**src/rtl/rd_pkg.sv**
```systemverilog
package rd_pkg;
  localparam int LFSR_N = 7;
  localparam logic [LFSR_N-1:0] SEED_A = 7'h01;
  localparam logic [LFSR_N-1:0] SEED_B = 7'h7F;
  // feedback masks: bit i set means stage i joins the XOR into the top stage
  localparam logic [LFSR_N-1:0] MASK_A = 7'b0001001;
  localparam logic [LFSR_N-1:0] MASK_B = 7'b0001111;
endpackage

```
**src/rtl/rd_lfsr.sv**
```systemverilog
module rd_lfsr #(
  parameter int N = 7,
  parameter logic [N-1:0] SEED = '1,
  parameter logic [N-1:0] MASK = '1
) (
  input  logic         clk,
  input  logic         rst,
  input  logic         step,
  output logic         out_bit,
  output logic [N-1:0] state
);
  logic fb;
  assign fb      = ^(state & MASK);
  assign out_bit = state[0];

  always_ff @(posedge clk) begin
    if (rst)       state <= SEED;
    else if (step) state <= {fb, state[N-1:1]};
  end

  a_r2_never_zero: assert property (@(posedge clk) disable iff (rst)
    state != '0);
  a_r8_hold_lfsr: assert property (@(posedge clk) disable iff (rst)
    !step |=> $stable(state));
endmodule

```
**src/rtl/rd_gold.sv**
```systemverilog
module rd_gold
  import rd_pkg::*;
(
  input  logic clk,
  input  logic rst,
  input  logic step,
  output logic chip
);
  logic bit_a, bit_b;
  logic [LFSR_N-1:0] st_a, st_b;

  rd_lfsr #(.N(LFSR_N), .SEED(SEED_A), .MASK(MASK_A)) u_a (
    .clk(clk), .rst(rst), .step(step), .out_bit(bit_a), .state(st_a));
  rd_lfsr #(.N(LFSR_N), .SEED(SEED_B), .MASK(MASK_B)) u_b (
    .clk(clk), .rst(rst), .step(step), .out_bit(bit_b), .state(st_b));

  assign chip = bit_a ^ bit_b;
endmodule

```
**src/rtl/rd_integrator.sv**
```systemverilog
module rd_integrator #(
  parameter int IN_W  = 12,
  parameter int OUT_W = 10,
  parameter int DECIM = 5,
  parameter int TAG_W = 7
) (
  input  logic             clk,
  input  logic             rst,
  input  logic             fire,
  input  logic             chip,
  input  logic [IN_W-1:0]  sample,
  input  logic [TAG_W-1:0] phase,
  input  logic             out_ready,
  output logic             out_valid,
  output logic [OUT_W-1:0] out_code,
  output logic [TAG_W-1:0] out_tag
);
  localparam int ACC_W = IN_W + 1 + $clog2(DECIM);
  localparam int SHIFT = IN_W + 1 - OUT_W;
  localparam int PW    = $clog2(DECIM);
  localparam logic signed [ACC_W-1:0] MID_S = ACC_W'(1 << (OUT_W - 1));
  localparam logic signed [ACC_W-1:0] MAX_S = ACC_W'((1 << OUT_W) - 1);

  logic signed [ACC_W-1:0] acc, prod_x, sum_full, scaled, biased;
  logic signed [IN_W:0]    s_ext;
  logic [PW-1:0]           pos;
  logic [TAG_W-1:0]        win_tag;
  logic [OUT_W-1:0]        code_q;
  logic                    last;

  assign s_ext    = $signed({sample[IN_W-1], sample});
  assign prod_x   = chip ? ACC_W'(-s_ext) : ACC_W'(s_ext);
  assign sum_full = acc + prod_x;
  assign scaled   = sum_full >>> SHIFT;
  assign biased   = scaled + MID_S;
  assign last     = (pos == PW'(DECIM - 1));

  always_comb begin
    if (biased < 0)          code_q = '0;
    else if (biased > MAX_S) code_q = '1;
    else                     code_q = biased[OUT_W-1:0];
  end

  always_ff @(posedge clk) begin
    if (rst) begin
      acc       <= '0;
      pos       <= '0;
      win_tag   <= '0;
      out_valid <= 1'b0;
      out_code  <= '0;
      out_tag   <= '0;
    end else begin
      if (out_valid && out_ready) out_valid <= 1'b0;
      if (fire) begin
        if (pos == '0) win_tag <= phase;
        if (last) begin
          acc       <= '0;
          pos       <= '0;
          out_valid <= 1'b1;
          out_code  <= code_q;
          out_tag   <= win_tag;
        end else begin
          acc <= sum_full;
          pos <= pos + 1'b1;
        end
      end
    end
  end

  a_r5_pos_range: assert property (@(posedge clk) disable iff (rst)
    pos <= PW'(DECIM - 1));
  a_r5_clear_after_dump: assert property (@(posedge clk) disable iff (rst)
    fire && last |=> acc == '0 && out_valid);
  a_r8_hold_acc: assert property (@(posedge clk) disable iff (rst)
    !fire |=> $stable(acc) && $stable(pos));
  a_r9_hold_output: assert property (@(posedge clk) disable iff (rst)
    out_valid && !out_ready |=> out_valid && $stable(out_code) && $stable(out_tag));
endmodule

```
**src/rtl/rd_chip_datapath.sv**
```systemverilog
module rd_chip_datapath #(
  parameter int IN_W  = 12,
  parameter int OUT_W = 10,
  parameter int DECIM = 5
) (
  input  logic             clk,
  input  logic             rst,
  input  logic             in_valid,
  output logic             in_ready,
  input  logic [IN_W-1:0]  in_data,
  output logic             out_valid,
  input  logic             out_ready,
  output logic [OUT_W-1:0] out_code,
  output logic [6:0]       out_tag
);
  localparam int PERIOD = (1 << rd_pkg::LFSR_N) - 1;
  localparam int TAG_W  = 7;

  logic             fire, chip;
  logic [TAG_W-1:0] phase;

  assign in_ready = !out_valid || out_ready;
  assign fire     = in_valid && in_ready;

  always_ff @(posedge clk) begin
    if (rst)       phase <= '0;
    else if (fire) phase <= (phase == TAG_W'(PERIOD - 1)) ? '0 : phase + 1'b1;
  end

  rd_gold u_gold (.clk(clk), .rst(rst), .step(fire), .chip(chip));

  rd_integrator #(.IN_W(IN_W), .OUT_W(OUT_W), .DECIM(DECIM), .TAG_W(TAG_W)) u_int (
    .clk(clk), .rst(rst), .fire(fire), .chip(chip), .sample(in_data),
    .phase(phase), .out_ready(out_ready), .out_valid(out_valid),
    .out_code(out_code), .out_tag(out_tag));

  a_r7_phase_range: assert property (@(posedge clk) disable iff (rst)
    phase < TAG_W'(PERIOD));
  a_r8_phase_hold: assert property (@(posedge clk) disable iff (rst)
    !fire |=> $stable(phase));
  a_r10_single_pulse: assert property (@(posedge clk) disable iff (rst)
    out_valid && out_ready |=> !out_valid || $past(fire));
endmodule

```
**config.mk**
```make
export PLATFORM = sky130hd
export DESIGN_NAME = rd_chip_datapath
export DESIGN_NICKNAME = d
export VERILOG_FILES = /design/src/rtl/rd_pkg.sv /design/src/rtl/rd_lfsr.sv /design/src/rtl/rd_gold.sv /design/src/rtl/rd_integrator.sv /design/src/rtl/rd_chip_datapath.sv
export SDC_FILE = /design/constraint.sdc
export NUM_CORES = 1
export LEC_CHECK = 0
export CAP_MARGIN = 30
export CELL_PAD_IN_SITES_DETAIL_PLACEMENT = 1
export CELL_PAD_IN_SITES_GLOBAL_PLACEMENT = 1
export CORE_UTILIZATION = 35
export DETAILED_ROUTE_END_ITERATION = 6
export DONT_BUFFER_PORTS = 1
export PLACE_DENSITY_LB_ADDON = 0.1
export SLEW_MARGIN = 40
export SYNTH_ARGS = -nofsm -noshare
export SYNTH_HDL_FRONTEND = slang
export SYNTH_SLANG_ARGS = --single-unit
```
**constraint.sdc**
```tcl
create_clock -name clk -period 5.1 [get_ports clk]
set_input_delay 1.275 -clock clk [delete_from_list [all_inputs] [get_ports clk]]
set_output_delay 1.275 -clock clk [all_outputs]
set_load 0.02 [all_outputs]
```
==> impl_metrics.yaml, run 1 <==
run:
  cap_violations: 0
timing:
  finalCritPeriodShare_pct: 90.72
  setup-violations-final: 0
  hold_viol: 0
  fin_tns_setup_ns: 0
  slew_headroom_pct: 52.56
  min_period_ns: 4.627
  fin_worst_skew_ns: 0.009223
  maxSlewViolCount: 0
  rsz0062_at_grt: "no"
  max_freq_mhz: 216.1
  tightest_slew_ns: 0.7090
floorplanning:
  die_y_um: 103.5
  dieArea_mm2: 0.01072
  num_io_pins: 35
  std_cell_rows: 36
  coreArea_mm2: 0.009864
  die_w_um: 103.5
  initial_core_util_pct: 36.57
finish:
  ff_latch_area_mm2: 0.001301
  antenna_cells: 0
  syn_to_final_growth_pct: 9.539
  drive_above_1_share_pct: 8.428
  fin_cells: 572
  multi_input_comb_area_mm2: 0.002178
  n_fill_cell: 1199
  fin_nets: 474
global_routing:
  grt_use_total_pct: 17.50
  antenna_found_initial: 0
  grt_max_degree: 52
  grt_pass1_wl_mm: 14.93
  first_global_vias: 3004
  gr-total-overflow: 0
drt:
  postRouteAntennaNets: 0
  drt-pass1-iter-count: 4
  drtIter0Drc: 107
  vias: 2996
  wl_mm: 9.002
  avgRoutedWirePerCell_um: 15.74
  drc: 0
  via_per_inst: 5.238
place:
  port-buffer-count: 0
  place_hpwl_mm: 6.549
  dp.cells: 556
  place_congestion: 0.8023
worst_setup_path:
  path_max_fanout: 9
  crit_type: "input port to flip-flop"
  crit_slowest_cell: "nor4_1"
  critPathMaxStageDelay_ns: 0.46
  crit_chain: "nor4_1, nand2b_1, nor3_1, nand2_1, o21ai_0, nand2_1, ha_1, a21oi_1, o211ai_1, and3b_1, a211o_1, xnor2_1, o21ai_0, a211o_1, nand3_2"
  crit_arrival_ns: 4.91
  worstPathRequired_ns: 5.39
  crit_path_start_kind: "input port"
  cp-end-kind: "flip-flop"
hold_path:
  hold_class: "flip-flop to flip-flop"
power:
  power.leakage_nw: 1.692
  p_per_area_mw_per_mm2: 409.3
  irDropWorstVdd_mv: 0.1602
synth:
  synth_edf_count: 0
  synth_warnings: 0
  synthArstFlopShare_pct: 0
  synth_area_leaders: "dfxtp_1 (36%), ha_1 (8.0%), nand2_1 (6.9%)"
  syn_area_mm2: 0.003607
  synth_fp_nets: 473
  syn_area_per_cell_um2: 8.331
  yosysTopAreaCellShare_pct: 36.07
  synthFlopType: "dfxtp_1"
  ys_ff_latch: 65
  synth_area_leader_cell: "dfxtp_1"
  synthCells: 433
  synth_cell_types: 52
  ys_seq_area_share_pct: 36.07
run_status:
  status: "finished, final reports clean"
clock_network:
  cts_buffers: 9
  root_buffer: "clkbuf_8"
  cts_repair_resize_count: 0
  cts_hold_buf: 0
  clk_latency_ns: 0.34
  cts_tree: "done"
  cts_setup_buffers: 0
  clock_path_buffers: 2
  clk_transition_reported_paths_ns: 0.08
  cts_max_level: 3
  cts_sinks: 65
path summary, 6_finish.rpt:
kind	endpoint	start	cells past startpoint	slack [ns]
max	u_int.out_code[8]	in_data[4]	15	0.47
min	u_gold.u_a.state[5]	u_gold.u_a.state[6]	2	0.44
max reg2reg	u_int.out_code[8]	u_gold.u_a.state[0]	12	1.18
min reg2reg	u_gold.u_a.state[5]	u_gold.u_a.state[6]	2	0.44
layout by cell type (no fill, tap or decap), drive strengths merged, types with 11 or more instances in the layout:
| cell | synthesis | routed |
|---|---|---|
| a21oi | 32 | 32 |
| a22oi | 14 | 14 |
| clkbuf | 15 | 11 |
| dfxtp | 65 | 65 |
| ha | 23 | 23 |
| inv | 13 | 15 |
| nand2 | 66 | 66 |
| nand3 | 15 | 15 |
| nor2 | 53 | 53 |
| o211ai | 12 | 12 |
| xnor2 | 19 | 19 |
| xor2 | 16 | 16 |
sequential cells by signal (all words and copies together) (netlist names):
signal            cells
u_int.acc            16
u_int.out_code       10
phase                 7
u_gold.u_a.state      7
u_gold.u_b.state      7
u_int.out_tag         7
u_int.win_tag         7
u_int.pos             3
u_int.out_valid       1
power by group:
part           internal, mW  total, mW  switching, mW
sequential            0.546      0.576         0.0305
clock                 0.243      0.456          0.213
combinational         0.238      0.586          0.348
total                  1.03       1.62          0.591
cells in the mapped netlist, types with 4 or more instances:
| cell type | n |
|---|---|
| nand2_1 | 66 |
| ha_1 | 23 |
| xnor2_1 | 19 |
| o21ai_0 | 8 |
| nand3_2 | 9 |
| a21o_1 | 6 |
| dfxtp_1 | 65 |
| nor3_1 | 9 |
| mux2i_1 | 6 |
| a22oi_1 | 14 |
| clkbuf_1 | 15 |
| nand3b_1 | 8 |
| xor2_1 | 16 |
| nand3_1 | 6 |
| nand2b_1 | 6 |
| inv_1 | 13 |
| o211ai_1 | 11 |
| a211oi_1 | 4 |
| a21oi_1 | 32 |
| o21a_1 | 4 |
| nor2_1 | 53 |
worst max-delay path: cells and delay by family:
family | cells | cell delay [ns]
AOI/OAI and AO/OA | 6 | 1.57
adders and majority gates | 1 | 0.35
and+or+nand+nor | 7 | 1.36
xor gates and xnor gates | 1 | 0.34
routing by layer:
| metal | part of all wire (%) | global-route usage [%] |
|---|---|---|
| met1 | 52 | 24.46 |
| met3 | 3.7 | 2.832 |
| met2 | 43 | 26.56 |
| met5 | 0 | 0 |
| met4 | 1.2 | 7.453 |
layout make-up:
| cell class | instances | share of cell area (%) |
|---|---|---|
| timing repair buffer | 7 | 1.330 |
| multi-input combinational | 338 | 55.13 |
| inverter | 13 | 1.235 |
| sequential | 65 | 32.93 |
| clock inverter | 5 | 1.583 |
| tap | 133 | 4.212 |
| clock buffer | 11 | 3.578 |
kinds of logic after synthesis:
kind of cell | Yosys count | synth area share (%)
buf+inv | 30 | 3.538
flops | 65 | 36.07
simple gates | 175 | 23.41
mux | 6 | 1.665
xor+xnor | 35 | 8.498
fa+ha+maj | 24 | 8.533
compound gates | 98 | 18.28
stage by stage:
step	util [%]	cell area (um2)	hold slack, ns	power (mW)	setup WS, ns
final	40.06	3951	0.4443	1.617	0.4732
after global routing	40.06	3951	0.4744	1.727	0.01198
after CTS	40.06	3951	0.4520	1.634	0.5057
after detailed placement	37.99	3747	0.4410	1.165	0.1441
after global placement	37.99	3747	0.4375	1.161	0.2844
after floorplan	-	3607	0.4316	1.021	0.7515
No activity file was read; power rests on OpenSTA's default activity.
==> run 2, diff against run 1 <==
- ABC_AREA: not set -> 1
==> impl_metrics.yaml, run 2 <==
synth:
  synth_warnings: 0
  syn_area_per_cell_um2: 6.879
  syn_area_mm2: 0.003811
  yosysTopAreaCellShare_pct: 34.14
  ys_ff_latch: 65
  synth_commonest_cells: "nand2_1 (156), inv_1 (71), dfxtp_1 (65)"
  synth_area_leader_cell: "dfxtp_1"
  ys_seq_area_share_pct: 34.14
  synth_edf_count: 0
  synth_cell_types: 37
  post-synth-top-count-cell: "nand2_1"
  synth_fp_nets: 594
  synth_area_leaders: "dfxtp_1 (34%), nand2_1 (15%), ha_1 (7.6%)"
  synthArstFlopShare_pct: 0
  synthFlopType: "dfxtp_1"
  synthCells: 554
timing:
  min_period_ns: 3.970
  fin_worst_skew_ns: 0.01554
  fin_tns_setup_ns: 0
  fin_ws_ns: 1.130
  rsz0062_at_grt: "no"
  hold_viol: 0
  maxSlewViolCount: 0
  slew_headroom_pct: 52.13
  finalCritPeriodShare_pct: 77.85
  setup-violations-final: 0
  tightest_slew_ns: 0.7172
  max_freq_mhz: 251.9
  whs_ns: 0.4511
global_routing:
  antenna_found_initial: 0
  gr-total-overflow: 0
  grt_pass1_wl_mm: 16.78
  grt_use_total_pct: 19.04
  first_global_vias: 3468
  grt_max_degree: 41
worst_setup_path:
  path_max_fanout: 10
  crit_arrival_ns: 4.27
  crit_path_start_kind: "input port"
  worstPathRequired_ns: 5.40
  crit_type: "input port to flip-flop"
  cp-end-kind: "flip-flop"
power:
  p_per_area_mw_per_mm2: 418.8
  power.switching_uw: 687.7
  irDropWorstVdd_mv: 0.1762
  power.leakage_nw: 2.004
  p_sw_share_pct: 39.36
  p_clk_share_pct: 29.3
  power_frac_comb_pct: 37.4
  pwr-share-seq_pct: 33.3
  total_power_mw: 1.747
  p_int_mw: 1.060
floorplanning:
  die_w_um: 106.4
  initial_core_util_pct: 36.43
  dieArea_mm2: 0.01131
  die_y_um: 106.4
  std_cell_rows: 37
  coreArea_mm2: 0.01046
  num_io_pins: 35
clock_network:
  cts_buffers: 9
  clk_latency_ns: 0.35
  cts_max_level: 3
  cts_repair_resize_count: 0
  clk_transition_reported_paths_ns: 0.08
  clock_path_buffers: 2
  cts_tree: "done"
  cts_sinks: 65
  cts_setup_buffers: 0
  root_buffer: "clkbuf_8"
  cts_hold_buf: 0
finish:
  syn_to_final_growth_pct: 9.488
  final_common_cell: "nand2_1"
  antenna_cells: 0
  n_fill_cell: 1383
  mostFrequentLayoutCells: "nand2_1 (156), inv_1 (71), dfxtp_1 (65)"
  largest_reg_flops: 16
  drive_above_1_share_pct: 9.660
  fin_cells: 695
  reg_top3: "u_int.acc: 16 flops, u_int.out_code: 10 flops"
  utilization_pct: 39.88
  max_flop_register: "u_int.acc"
  fin_nets: 594
  fin_area_mm2: 0.004173
place:
  placed_area_mm2: 0.003946
  port-buffer-count: 0
  post-place-ws_ns: 0.7510
  place_hpwl_mm: 7.669
  dp.cells: 679
  place_congestion: 0.8028
drt:
  drtIter0Drc: 147
  drt-pass1-iter-count: 4
  via_per_inst: 4.899
  vias: 3405
  avgRoutedWirePerCell_um: 14.28
  postRouteAntennaNets: 0
  drc: 0
  wl_mm: 9.924
run_status:
  status: "finished, final reports clean"
run:
  cap_violations: 0
hold_path:
  hold_class: "flip-flop to flip-flop"
## run 2: cell count changes in the layout (fill, tap and decap cells not counted), sizes merged, moves of 5 or more
| cell | delta |
|---|---|
| buf | -5 |
| nor2 | -14 |
| inv | +67 |
| o21ai | +15 |
| a22oi | -14 |
| mux2i | -6 |
| nand3b | -8 |
| a21o | -6 |
| nand3 | +21 |
| xnor2 | -15 |
| o211ai | -10 |
| nand2b | -6 |
| a21oi | +9 |
| nand2 | +105 |
## run 2: routing by layer
metal	up-vias	wire length (um)	GRT usage, %	part of all wire (%)
met5	-	0	0	0
met3	11	305	3.740	3.1
met1	1589	4833	23.77	49
met4	0	143	6.448	1.4
li1	1761	-	-	-
met2	44	4642	32.51	47
## run 2: cell families after synthesis
group	after synthesis	synth area share (%)
and+or+nand+nor	268	31.09
buffers and inverters	95	9.586
AOI/OAI and AO/OA	80	12.05
DFF	65	34.14
adders and majority gates	24	8.076
xor gates and xnor gates	22	5.056
## run 2: path summary, 6_finish.rpt
kind / startpoint / slack (ns) / cells past startpoint / to
setup / recovery: in_data[1] / 1.13 / 21 / u_int.out_code[9]
hold reg to reg: u_int.win_tag[5] / 0.45 / 2 / u_int.win_tag[5]
setup reg to reg: u_gold.u_b.state[0] / 2.07 / 17 / u_int.out_code[9]
hold / removal: u_int.win_tag[5] / 0.45 / 2 / u_int.win_tag[5]
## run 2: power by group through the flow
stage                     combinational [mW]  sequential (mW)  clock [mW]
after floorplan                        0.500            0.584           0
after global placement                 0.640            0.593           0
after detailed placement               0.650            0.594           0
after CTS                              0.655            0.583       0.531
after global routing                   0.747            0.587       0.556
final                                  0.654            0.582       0.511
## run 2: worst max-delay path: stages
cell and delay (ns):
inv_1 0.07, ha_1 0.16, inv_1 0.04, nor2_1 0.12, nand2_1 0.09, nor3_1 0.35, a21oi_1 0.14, xor2_1 0.20
ha_1 0.38, nand2_1 0.11, inv_2 0.07, nand3_1 0.09, a21oi_1 0.22, nor2_1 0.11, nand2_1 0.09, nand2_1 0.06
nand2_1 0.09, nand3_1 0.13, a21oi_4 0.30, nand2_1 0.10, nand2_1 0.07
## run 2: layout make-up
cell class / instances / area [um2] / area share [%]
Clock buffer: 10 / 137.6 / 3.298
Clock inverter: 6 / 88.84 / 2.129
Multi-Input combinational cell: 394 / 2145 / 51.39
Tap cell: 136 / 170.2 / 4.078
Sequential cell: 65 / 1301 / 31.18
Timing Repair Buffer: 2 / 15.01 / 0.3598
Inverter: 82 / 315.3 / 7.556
